<file path="src/rtl/sdm3_pkg.sv">
package sdm3_pkg;
  localparam int unsigned SDM_WORD_W   = 12;
  localparam int unsigned SDM_OUT_W    = 4;
  localparam int unsigned SDM_STAGES   = 3;
  localparam int unsigned SDM_LFSR_W   = 21;
  localparam int unsigned SDM_LFSR_TAP = 19;
  localparam int unsigned SDM_DITH_MIN = 50;
endpackage

</file>
<file path="src/rtl/sdm3_mod_acc.sv">
module sdm3_mod_acc #(
  parameter int unsigned W = 12
) (
  input  logic         clk,
  input  logic         rst_n,
  input  logic         step,
  input  logic         clr,
  input  logic [W-1:0] modv,
  input  logic [W:0]   addend,
  output logic [W-1:0] acc_q,
  output logic [W-1:0] acc_d,
  output logic         carry_d
);
  localparam int unsigned SW = W + 2;

  logic [SW-1:0] sum_w;
  logic [SW-1:0] diff_w;
  logic [W-1:0]  acc_nxt;

  always_comb begin
    sum_w   = {2'b00, acc_q} + {1'b0, addend};
    diff_w  = sum_w - {2'b00, modv};
    carry_d = (sum_w >= {2'b00, modv});
    acc_d   = carry_d ? diff_w[W-1:0] : sum_w[W-1:0];
  end

  always_comb begin
    if (clr)       acc_nxt = '0;
    else if (step) acc_nxt = acc_d;
    else           acc_nxt = acc_q;
  end

  always_ff @(posedge clk or negedge rst_n) begin
    if (!rst_n) acc_q <= '0;
    else        acc_q <= acc_nxt;
  end
endmodule

</file>
<file path="src/rtl/sdm3_dither_lfsr.sv">
module sdm3_dither_lfsr #(
  parameter int unsigned LW  = 21,
  parameter int unsigned TAP = 19
) (
  input  logic          clk,
  input  logic          rst_n,
  input  logic          step,
  input  logic          clr,
  output logic [LW-1:0] state_q,
  output logic          dbit
);
  localparam logic [LW-1:0] SEED = {{(LW-1){1'b0}}, 1'b1};

  logic          fb;
  logic [LW-1:0] state_nxt;

  always_comb begin
    fb = state_q[LW-1] ^ state_q[TAP-1];
    if (clr)       state_nxt = SEED;
    else if (step) state_nxt = {state_q[LW-2:0], fb};
    else           state_nxt = state_q;
  end

  assign dbit = state_q[0];

  always_ff @(posedge clk or negedge rst_n) begin
    if (!rst_n) state_q <= SEED;
    else        state_q <= state_nxt;
  end
endmodule

</file>
<file path="src/rtl/sdm3_noise_cancel.sv">
module sdm3_noise_cancel #(
  parameter int unsigned OW = 4
) (
  input  logic                 clk,
  input  logic                 rst_n,
  input  logic                 step,
  input  logic                 clr,
  input  logic [2:0]           carry,
  output logic signed [OW-1:0] offset
);
  typedef struct packed {
    logic c1;
    logic c2;
    logic c2d;
    logic c3;
    logic c3d;
    logic c3dd;
  } hist_t;

  hist_t h_q, h_nxt;
  logic signed [OW-1:0] e1, e2, e2d, e3, e3d, e3dd;

  always_comb begin
    if (clr) begin
      h_nxt = '0;
    end else if (step) begin
      h_nxt.c1   = carry[0];
      h_nxt.c2   = carry[1];
      h_nxt.c2d  = h_q.c2;
      h_nxt.c3   = carry[2];
      h_nxt.c3d  = h_q.c3;
      h_nxt.c3dd = h_q.c3d;
    end else begin
      h_nxt = h_q;
    end
  end

  always_ff @(posedge clk or negedge rst_n) begin
    if (!rst_n) h_q <= '0;
    else        h_q <= h_nxt;
  end

  assign e1   = {{(OW-1){1'b0}}, h_q.c1};
  assign e2   = {{(OW-1){1'b0}}, h_q.c2};
  assign e2d  = {{(OW-1){1'b0}}, h_q.c2d};
  assign e3   = {{(OW-1){1'b0}}, h_q.c3};
  assign e3d  = {{(OW-1){1'b0}}, h_q.c3d};
  assign e3dd = {{(OW-1){1'b0}}, h_q.c3dd};

  assign offset = e1 + e2 - e2d + e3 - (e3d <<< 1) + e3dd;
endmodule

</file>
<file path="src/rtl/sdm3_frac_interp.sv">
module sdm3_frac_interp
  import sdm3_pkg::*;
#(
  parameter int unsigned W        = SDM_WORD_W,
  parameter int unsigned OW       = SDM_OUT_W,
  parameter int unsigned LW       = SDM_LFSR_W,
  parameter int unsigned LTAP     = SDM_LFSR_TAP,
  parameter int unsigned DITH_MIN = SDM_DITH_MIN
) (
  input  logic                 clk,
  input  logic                 rst_n,
  input  logic                 en,
  input  logic                 load,
  input  logic [W-1:0]         frac_i,
  input  logic [W-1:0]         mod_i,
  input  logic                 dither_i,
  output logic signed [OW-1:0] offset_o
);
  localparam int unsigned NST = SDM_STAGES;
  localparam logic [W-1:0] MOD_FLOOR = W'(2);
  localparam logic [W-1:0] DMIN      = W'(DITH_MIN);

  logic [W-1:0]   mod_eff;
  logic [W-1:0]   frac_eff;
  logic           dith_act;
  logic           dbit;
  logic [LW-1:0]  lfsr_q;
  logic [W:0]     lead_add;
  logic [NST-1:0] carry;
  logic [W-1:0]   acc_lead_q;

  always_comb begin
    mod_eff  = (mod_i < MOD_FLOOR) ? MOD_FLOOR : mod_i;
    frac_eff = (frac_i >= mod_eff) ? (mod_eff - 1'b1) : frac_i;
    dith_act = dither_i && (mod_eff >= DMIN);
    lead_add = {1'b0, frac_eff} + {{W{1'b0}}, (dith_act & dbit)};
  end

  sdm3_dither_lfsr #(.LW(LW), .TAP(LTAP)) u_lfsr (
    .clk     (clk),
    .rst_n   (rst_n),
    .step    (en),
    .clr     (load),
    .state_q (lfsr_q),
    .dbit    (dbit)
  );

  for (genvar g = 0; g < NST; g++) begin : g_stage
    logic [W:0]   add_w;
    logic [W-1:0] acc_q_w;
    logic [W-1:0] acc_d_w;
    logic         cy_w;

    if (g == 0) begin : g_lead
      assign add_w      = lead_add;
      assign acc_lead_q = acc_q_w;
    end else begin : g_cascade
      assign add_w = {1'b0, g_stage[g-1].acc_d_w};
    end

    sdm3_mod_acc #(.W(W)) u_acc (
      .clk     (clk),
      .rst_n   (rst_n),
      .step    (en),
      .clr     (load),
      .modv    (mod_eff),
      .addend  (add_w),
      .acc_q   (acc_q_w),
      .acc_d   (acc_d_w),
      .carry_d (cy_w)
    );

    assign carry[g] = cy_w;
  end

  sdm3_noise_cancel #(.OW(OW)) u_nc (
    .clk    (clk),
    .rst_n  (rst_n),
    .step   (en),
    .clr    (load),
    .carry  (carry),
    .offset (offset_o)
  );
endmodule

</file>
<file path="config.mk">
export PLATFORM = sky130hd
export DESIGN_NAME = sdm3_frac_interp
export DESIGN_NICKNAME = d
export VERILOG_FILES = /design/src/rtl/sdm3_pkg.sv /design/src/rtl/sdm3_mod_acc.sv /design/src/rtl/sdm3_dither_lfsr.sv /design/src/rtl/sdm3_noise_cancel.sv /design/src/rtl/sdm3_frac_interp.sv
export SDC_FILE = /design/constraint.sdc
export NUM_CORES = 1
export LEC_CHECK = 0
export ABC_AREA = 1
export BUFFER_PORTS_ARGS = -buffer_cell sky130_fd_sc_hd__buf_2
export CORE_MARGIN = 3
export CORE_UTILIZATION = 45
export DETAILED_ROUTE_END_ITERATION = 6
export GPL_TIMING_DRIVEN = 1
export PLACE_DENSITY_LB_ADDON = 0.08
export SLEW_MARGIN = 5
export SYNTH_ARGS = -nofsm -noshare
export SYNTH_HDL_FRONTEND = slang
export SYNTH_SLANG_ARGS = --single-unit
</file>
<file path="constraint.sdc">
create_clock -name clk -period 24.3 [get_ports clk]
set_input_delay 4.86 -clock clk [delete_from_list [all_inputs] [get_ports clk]]
set_output_delay 4.86 -clock clk [all_outputs]
set_load 0.05 [all_outputs]
</file>
== After elaboration in Yosys (flattened, before gate mapping) ==
Cells that the tools add are included.

* $add $sub $neg: 13
* $lt $le $gt $ge: 6
* Multiplexer cells: 15
* Bitwise operators: 2
* Reductions and logical operators: 2

{| class="wikitable"
|+ Operators by type and width
! operator !! count
|-
| 12-bit 2-to-1 mux || 11
|-
| 21-bit 2-to-1 mux || 2
|-
| 12-bit subtractor || 3
|-
| 12-bit by 12-bit adder with 13-bit output || 2
|-
| 13-bit by 12-bit >= comparator with 1-bit output || 2
|-
| 12-bit by 13-bit adder with 14-bit output || 1
|-
| 14-bit by 12-bit >= comparator with 1-bit output || 1
|-
| 12-bit by 1-bit adder with 13-bit output || 1
|-
| 12-bit >= comparator || 1
|-
| 12-bit by 6-bit >= comparator with 1-bit output, second input constant || 1
|-
| 12-bit by 2-bit less-than comparator with 1-bit output, second input constant || 1
|-
| 6-bit 2-to-1 mux || 2
|-
| 12-bit by 1-bit subtractor with 12-bit output, second input constant || 1
|-
| 4-bit by 2-bit adder with 4-bit output || 2
|-
| 4-bit by 2-bit subtractor with 4-bit output || 1
|-
| 4-bit by 3-bit subtractor with 4-bit output || 1
|-
| 1-bit by 1-bit adder with 2-bit output || 1
|-
| 2-bit nonzero test || 1
|-
| 1-bit AND || 1
|-
| 1-bit logical AND || 1
|-
| 1-bit XOR || 1
|}

* Bits of input ports: 29
* Word-level logic and storage cells: 48
* Flip-flop bits (word level): 63

== Longest topological paths before layout ==
* Depth in word-level cells: 17
* Depth in mapped cells: 77
* Depth with buffers taken out: 73

== Hierarchy ==
A second synthesis with hierarchy kept.

* Cells, all modules: 1369
* Area, all modules: 8673.3 um^2

{| class="wikitable"
|+ By module, submodules not included
! module !! area an instance (um^2) !! times used !! sequential area each (um^2) !! cells an instance
|-
| sdm3_mod_acc (g_stage[0].u_acc) || 2050.7 || 1 || 300.3 || 332
|-
| sdm3_mod_acc (g_stage[2].u_acc) || 2038.2 || 1 || 300.3 || 335
|-
| sdm3_mod_acc (g_stage[1].u_acc) || 2034.5 || 1 || 300.3 || 335
|-
| sdm3_frac_interp || 1243.7 || 1 || 0.0 || 223
|-
| sdm3_dither_lfsr || 895.9 || 1 || 526.8 || 97
|-
| sdm3_noise_cancel || 410.4 || 1 || 150.1 || 47
|}

== Least setup slack after synthesis ==
OpenSTA, ideal clock, no wires.

* Path kind: input to register
* Start point: input port mod_i[6]
* End point: register g_stage[2].u_acc.acc_q[4]
* Arrival: 14.212 ns
* Stages on the path: 64
* Library setup time: 0.125 ns
* Required time: 24.175 ns
* Setup slack: 9.963 ns
* Path buffers: 3
* Cell sequence: nor2_1 -> nand2_1 -> nor2_1 -> nand2_1 -> nand2_1 -> inv_1 -> ha_1 -> a21oi_1 -> o21ai_0 -> nand3b_1 -> nand3_1 -> nand2_1 -> o21ai_0 -> fa_1 -> fa_1 -> nand3_1 -> nand3_1 -> a21oi_1 -> (+28 left out) -> fa_1 -> nand3_1 -> nand3_1 -> nand2_1 -> nand2_1 -> xor2_1 -> ha_1 -> nand2_2 -> inv_1 -> a21oi_1 -> nand3_2 -> nand2_1 -> nand2_1 -> nand2_2 -> nand2_4 -> buf_6 -> nand3_1 -> nand3_1

* Word-level cells in the longest chain between the ends: 17
* Elaborated cells on any way between the ends: 23
* Classes of those cells: 8 x add/sub; 6 x order compare; 7 x mux; 1 x bitwise; 1 x reduce/logical

{| class="wikitable"
|+ RTL lines
! what !! line !! RTL
|-
| from (decl) || sdm3_frac_interp.sv:15 || <nowiki>input logic [W-1:0] mod_i,</nowiki>
|-
| 12-bit by 2-bit less-than comparator with 1-bit output || sdm3_frac_interp.sv:33 || <nowiki>mod_eff = (mod_i < MOD_FLOOR) ? MOD_FLOOR : mod_i;</nowiki>
|-
| 12-bit 2-to-1 mux (*) || sdm3_frac_interp.sv:33 ||
|-
| 12-bit by 6-bit >= comparator with 1-bit output || sdm3_frac_interp.sv:35 || <nowiki>dith_act = dither_i && (mod_eff >= DMIN);</nowiki>
|-
| 1-bit logical AND || sdm3_frac_interp.sv:35 ||
|-
| 1-bit AND || sdm3_frac_interp.sv:36 || <nowiki>lead_add = {1'b0, frac_eff} + {{W{1'b0}}, (dith_act & dbit)};</nowiki>
|-
| 12-bit by 1-bit adder with 13-bit output || sdm3_frac_interp.sv:36 ||
|-
| 12-bit by 13-bit adder with 14-bit output || sdm3_mod_acc.sv:21 || <nowiki>sum_w = {2'b00, acc_q} + {1'b0, addend};</nowiki>
|-
| 12-bit subtractor / 14-bit by 12-bit >= comparator with 1-bit output (equally long branches) || sdm3_mod_acc.sv:22, sdm3_mod_acc.sv:23 ||
|-
| 12-bit 2-to-1 mux || sdm3_mod_acc.sv:24 || <nowiki>acc_d = carry_d ? diff_w[W-1:0] : sum_w[W-1:0];</nowiki>
|-
| 12-bit by 12-bit adder with 13-bit output || sdm3_mod_acc.sv:21 ||
|-
| 12-bit subtractor / 13-bit by 12-bit >= comparator with 1-bit output (equally long branches) || sdm3_mod_acc.sv:22, sdm3_mod_acc.sv:23 ||
|-
| 12-bit 2-to-1 mux || sdm3_mod_acc.sv:24 ||
|-
| 12-bit by 12-bit adder with 13-bit output || sdm3_mod_acc.sv:21 ||
|-
| 12-bit subtractor / 13-bit by 12-bit >= comparator with 1-bit output (equally long branches) || sdm3_mod_acc.sv:22, sdm3_mod_acc.sv:23 ||
|-
| 12-bit 2-to-1 mux (*) || sdm3_mod_acc.sv:24 ||
|-
| 12-bit 2-to-1 mux (*) || sdm3_mod_acc.sv:29 || <nowiki>else if (step) acc_nxt = acc_d;</nowiki>
|-
| 12-bit 2-to-1 mux (*) || sdm3_mod_acc.sv:28 || <nowiki>if (clr) acc_nxt = '0;</nowiki>
|-
| to (signal assigned) || sdm3_mod_acc.sv:35 || <nowiki>else acc_q <= acc_nxt;</nowiki>
|-
| to (decl) || sdm3_mod_acc.sv:10 || <nowiki>output logic [W-1:0] acc_q,</nowiki>
|}

Mark *: on every way between the ends. The rest lies on a longest branch, timed or not. The select of a mux whose other input is x is not followed.
A chain may end at the register's enable or synchronous reset.

== Worst setup path in the final report ==
* Start point: input port mod_i[6]
* End point: register u_nc.h_q (netlist bit u_nc.e3[0])

* Word-level cells in the longest chain between the ends: 16
* Elaborated cells on any way between the ends: 21
* Classes of those cells: 7 x add/sub; 6 x order compare; 6 x mux; 1 x bitwise; 1 x reduce/logical

{| class="wikitable"
|+ RTL lines
! what !! line !! RTL
|-
| 12-bit by 2-bit less-than comparator with 1-bit output || sdm3_frac_interp.sv:33 ||
|-
| 12-bit 2-to-1 mux (*) || sdm3_frac_interp.sv:33 ||
|-
| 12-bit by 6-bit >= comparator with 1-bit output || sdm3_frac_interp.sv:35 ||
|-
| 1-bit logical AND || sdm3_frac_interp.sv:35 ||
|-
| 1-bit AND || sdm3_frac_interp.sv:36 ||
|-
| 12-bit by 1-bit adder with 13-bit output || sdm3_frac_interp.sv:36 ||
|-
| 12-bit by 13-bit adder with 14-bit output || sdm3_mod_acc.sv:21 ||
|-
| 12-bit subtractor / 14-bit by 12-bit >= comparator with 1-bit output (equally long branches) || sdm3_mod_acc.sv:22, sdm3_mod_acc.sv:23 ||
|-
| 12-bit 2-to-1 mux || sdm3_mod_acc.sv:24 ||
|-
| 12-bit by 12-bit adder with 13-bit output || sdm3_mod_acc.sv:21 ||
|-
| 12-bit subtractor / 13-bit by 12-bit >= comparator with 1-bit output (equally long branches) || sdm3_mod_acc.sv:22, sdm3_mod_acc.sv:23 ||
|-
| 12-bit 2-to-1 mux || sdm3_mod_acc.sv:24 ||
|-
| 12-bit by 12-bit adder with 13-bit output || sdm3_mod_acc.sv:21 ||
|-
| 13-bit by 12-bit >= comparator with 1-bit output (*) || sdm3_mod_acc.sv:23 || <nowiki>carry_d = (sum_w >= {2'b00, modv});</nowiki>
|-
| 6-bit 2-to-1 mux (*) || sdm3_noise_cancel.sv:26 || <nowiki>end else if (step) begin</nowiki>
|-
| 6-bit 2-to-1 mux (*) || sdm3_noise_cancel.sv:24 || <nowiki>if (clr) begin</nowiki>
|-
| to (signal assigned) || sdm3_noise_cancel.sv:40 || <nowiki>else h_q <= h_nxt;</nowiki>
|-
| to (decl) || sdm3_noise_cancel.sv:20 || <nowiki>hist_t h_q, h_nxt;</nowiki>
|}

Marks and branches as above.

==> flow_results.org <==
** Synth
- Post-synth top area share :: 20.1%
- Cell variety after synth :: 39
- Total nets after synthesis :: 1309
- The synthesized design contains 0 enable-type register cells.
- Top area cells in the synthesized netlist :: dfrtp_1, nand2_1, ha_1
- Among all flip-flop cells after synthesis, the most frequent one is dfrtp_1.
- Mapped Avg Cell Area :: 6.52 um^2
- In the synthesized netlist, the number of instances is 1182.
- Share of flip-flops with an asynchronous set or reset :: 100%
- Total of flip-flops plus latches after synthesis :: 63
- Synth warnings :: 0
- Of all cell types, the one taking the most synthesized area is dfrtp_1.
- In this run the cell area of the synthesized design comes to 7700 um^2.
- Summing the sequential cell areas from Yosys gives 20.5% of the chip area.

** Floorplan
- During I/O placement, the number of pins put on the boundary was 33.
- Die area :: 18700 um^2
- The floorplan step defined a core boundary enclosing ~17000 um^2.
- In this run the horizontal extent of the chip is 137 um.
- Std-Cell Rows :: 47
- Starting Density :: between 40% and 50%
- Die Ht :: 137 um

** Drt
- Detailed routing inserted a total of 7339 vias.
- After detailed routing, the average wire length per cell comes to about 16 um.
- First-pass iteration count of the detailed router :: 5
- Number of design-rule violations left by the first detailed-router iteration :: 511
- Vias per cell :: 5.13
- For this block, the routed nets add up to about 23000 um of wire.
- For this run, design rule violations remaining after detail routing come to 0.
- In this run the remaining antenna-violating nets after routing total 0.

** Cells and area
- The repair_antennas step left the layout with diodes totalling 0.
- The library cell used most frequently in the layout, excluding fill and tap cells, is nand2_1.
- From synthesis to final layout, the design area changed by 8.01%.
- Net total in the final layout :: 1332
- Commonest cells after routing, fill and taps aside :: nand2_1, inv_1, nand3_1
- Of the cells placed in the final design, the portion with a size suffix greater than 1 is 8.26%.
- Once layout is complete, the utilization of the core stands at between 40% and 50%.

** Timing
- Max-Slew Margin vs Limit :: approximately 42%
- Number of hold-slack violations in the final timing report :: 0
- Number of setup violations in the final report :: 0
- The max-slew violation total from the final report is 0.
- RSZ-0062 raised after global routing :: false
- After routing, the total negative slack on setup checks comes to 0 ns.
- The final critical path takes up 64.6% of the cycle.
- Final critical-path required period :: 15.71 ns
- At the pin with the least slew margin, the transition time is 0.864 ns.
- On the final layout, the worst clock skew is 0.00778 ns.
- FMAX :: 63.7 MHz

** Flow run
- The tool flagged a number of max-cap violations equal to 0.

** Global routing
- The first global-routing pass estimated 36500 um of wire.
- Global routing finished with a remaining overflow of 0.
- The via count of the first global-routing pass was 6974.
- Entering global routing, the biggest net connects 64 pins.
- The number of antenna violations at the first check in global routing was 0.
- Global routing consumed, over all layers together, 25.5% of the routing resources.

** Min path
- The min-delay analysis places its worst path in the category flop to flop.
- Startpoint of the tightest hold check path :: g_stage[0].u_acc.acc_q[11]

** Critical path
- Critical Path Fanout Max :: 13
- STA puts the critical path data required time at 24.50 ns.
- The worst setup path is launched from an input pin.
- Launch point of the critical path :: mod_i[6]
- Sort of element at the end of the critical path :: flop
- FF-to-FF Start :: u_lfsr.state_q[0]
- Worst Setup Path Type :: input pin to flop
- Most prevalent standard cell on the critical path :: nand2_1
- In this design, the stage delay of the slowest critical-path cell is between 0.5 and 0.6 ns.
- On the critical path, the stage with the largest delay is an instance of fa_1.
- Worst path arrival time :: 15.90 ns

** Clock network
- The number of clock buffers added by TritonCTS is 9.
- For this design, the CTS-stage hold fixing added 0 buffers.
- Clock-pin slew was measured on the worst setup and hold paths at 0.06 ns.
- Longest Clk Path Bufs :: 2
- TritonCTS Sinks :: 63
- CTS-repair resized insts :: 0
- Total number of H-tree levels :: 3
- Clock latency on the worst-skew pair :: about 0.35 ns
- After clock tree synthesis, the setup repair step added 0 buffers.
- CTS placed an instance of clkbuf_16 at the clock tree root.
- TritonCTS built the clock tree.

** Placed design
- RePlAce Congestion :: between 0.9 and 1
- Buffers placed on the I/O ports in this run total 32.
- Detailed placement HPWL :: approximately 18000 um

** Status
- The flow ran to the end, and the final reports show no timing, DRC or antenna violations.
## state kept, by name (all words and copies together), names as in the netlist
signal               flops
u_nc.e3d                 1
u_nc.e1                  1
u_nc.e3                  1
u_nc.e2d                 1
u_nc.e2                  1
g_stage.u_acc.acc_q     36
u_nc.e3dd                1
u_lfsr.state_q          21
## metrics by stage
step	cells	hold slack, ns	cell area (um^2)	worst slack, ns
detailed placement	1414	0.477	8040	8.29
CTS	1430	0.492	8320	8.63
global placement	1414	0.470	8040	8.65
global route	1430	0.517	8320	7.23
floorplan	1182	0.456	7700	9.96
finish	1430	0.491	8320	8.59
## per-layer routing
metal / track usage (%) / wire length [um]
met5: 0 / 0
met4: 5.71 / 259
met3: 4.23 / 1140
met2: 38.6 / 9810
met1: 38.0 / 11600
## cell usage after synthesis (2+ instances only)
master	count
nor2_2	2
nand3_2	5
dfrtp_1	62
nand2_2	28
nand2_4	2
xor2_1	33
nor2_1	79
inv_1	192
ha_1	89
xnor2_1	18
nor3_1	4
buf_2	7
nand4_1	29
a21oi_4	2
clkbuf_1	9
a21o_1	2
nand3b_1	8
o21ai_1	2
o22ai_1	21
nand3_1	127
o21bai_1	7
inv_2	4
and2_1	24
buf_6	4
a21oi_1	47
buf_4	3
fa_1	9
nand2_1	321
o21ai_0	31
o211ai_1	2
## path summary, 6_finish.rpt
kind | endpoint | slack, ns | cells after the start
min reg2reg | g_stage[0].u_acc.acc_q[11] | 0.49 | 2
max in group asynchronous | u_lfsr.state_q[1] | 19.02 | 2
max reg2reg | u_nc.e3[0] | 14.82 | 52
max | u_nc.e3[0] | 8.59 | 64
min | g_stage[0].u_acc.acc_q[11] | 0.49 | 2
min in group asynchronous | g_stage[1].u_acc.acc_q[11] | 4.68 | 2
## worst max-delay path, delay by kind of cell
family,cells,cell delay (ns)
compound gates,8,1.08
xor+xnor,3,0.67
fa+ha+maj,10,3.71
buf+inv,5,0.52
simple gates,38,5.04
## cells by family (layout without fill, tap and decap cells)
logic type / after synthesis / in the layout / synth area share [%]
AO/OA/AOI/OAI: 118 / 118 / 8.82
XOR/XNOR: 51 / 51 / 5.80
adder cells (fa/ha/maj): 98 / 98 / 16.8
buffers and inverters: 220 / 248 / 11.4
flip-flops: 63 / 63 / 20.5
AND/OR/NAND/NOR: 632 / 632 / 36.7
## cell type report
| cell class | instances | area (um^2) |
|---|---|---|
| fillers | 1768 | 8320 |
| multi-input cells | 899 | 5260 |
| flip-flops and latches | 63 | 1580 |
| inverters | 197 | 739 |
| well taps | 220 | 275 |
| clock buffers | 10 | 239 |
| repair buffers | 35 | 183 |
| clock inverters | 6 | 46.3 |
Power is not shown: default switching activity piles up to over one toggle a cycle in this logic, so the estimate is an artifact.
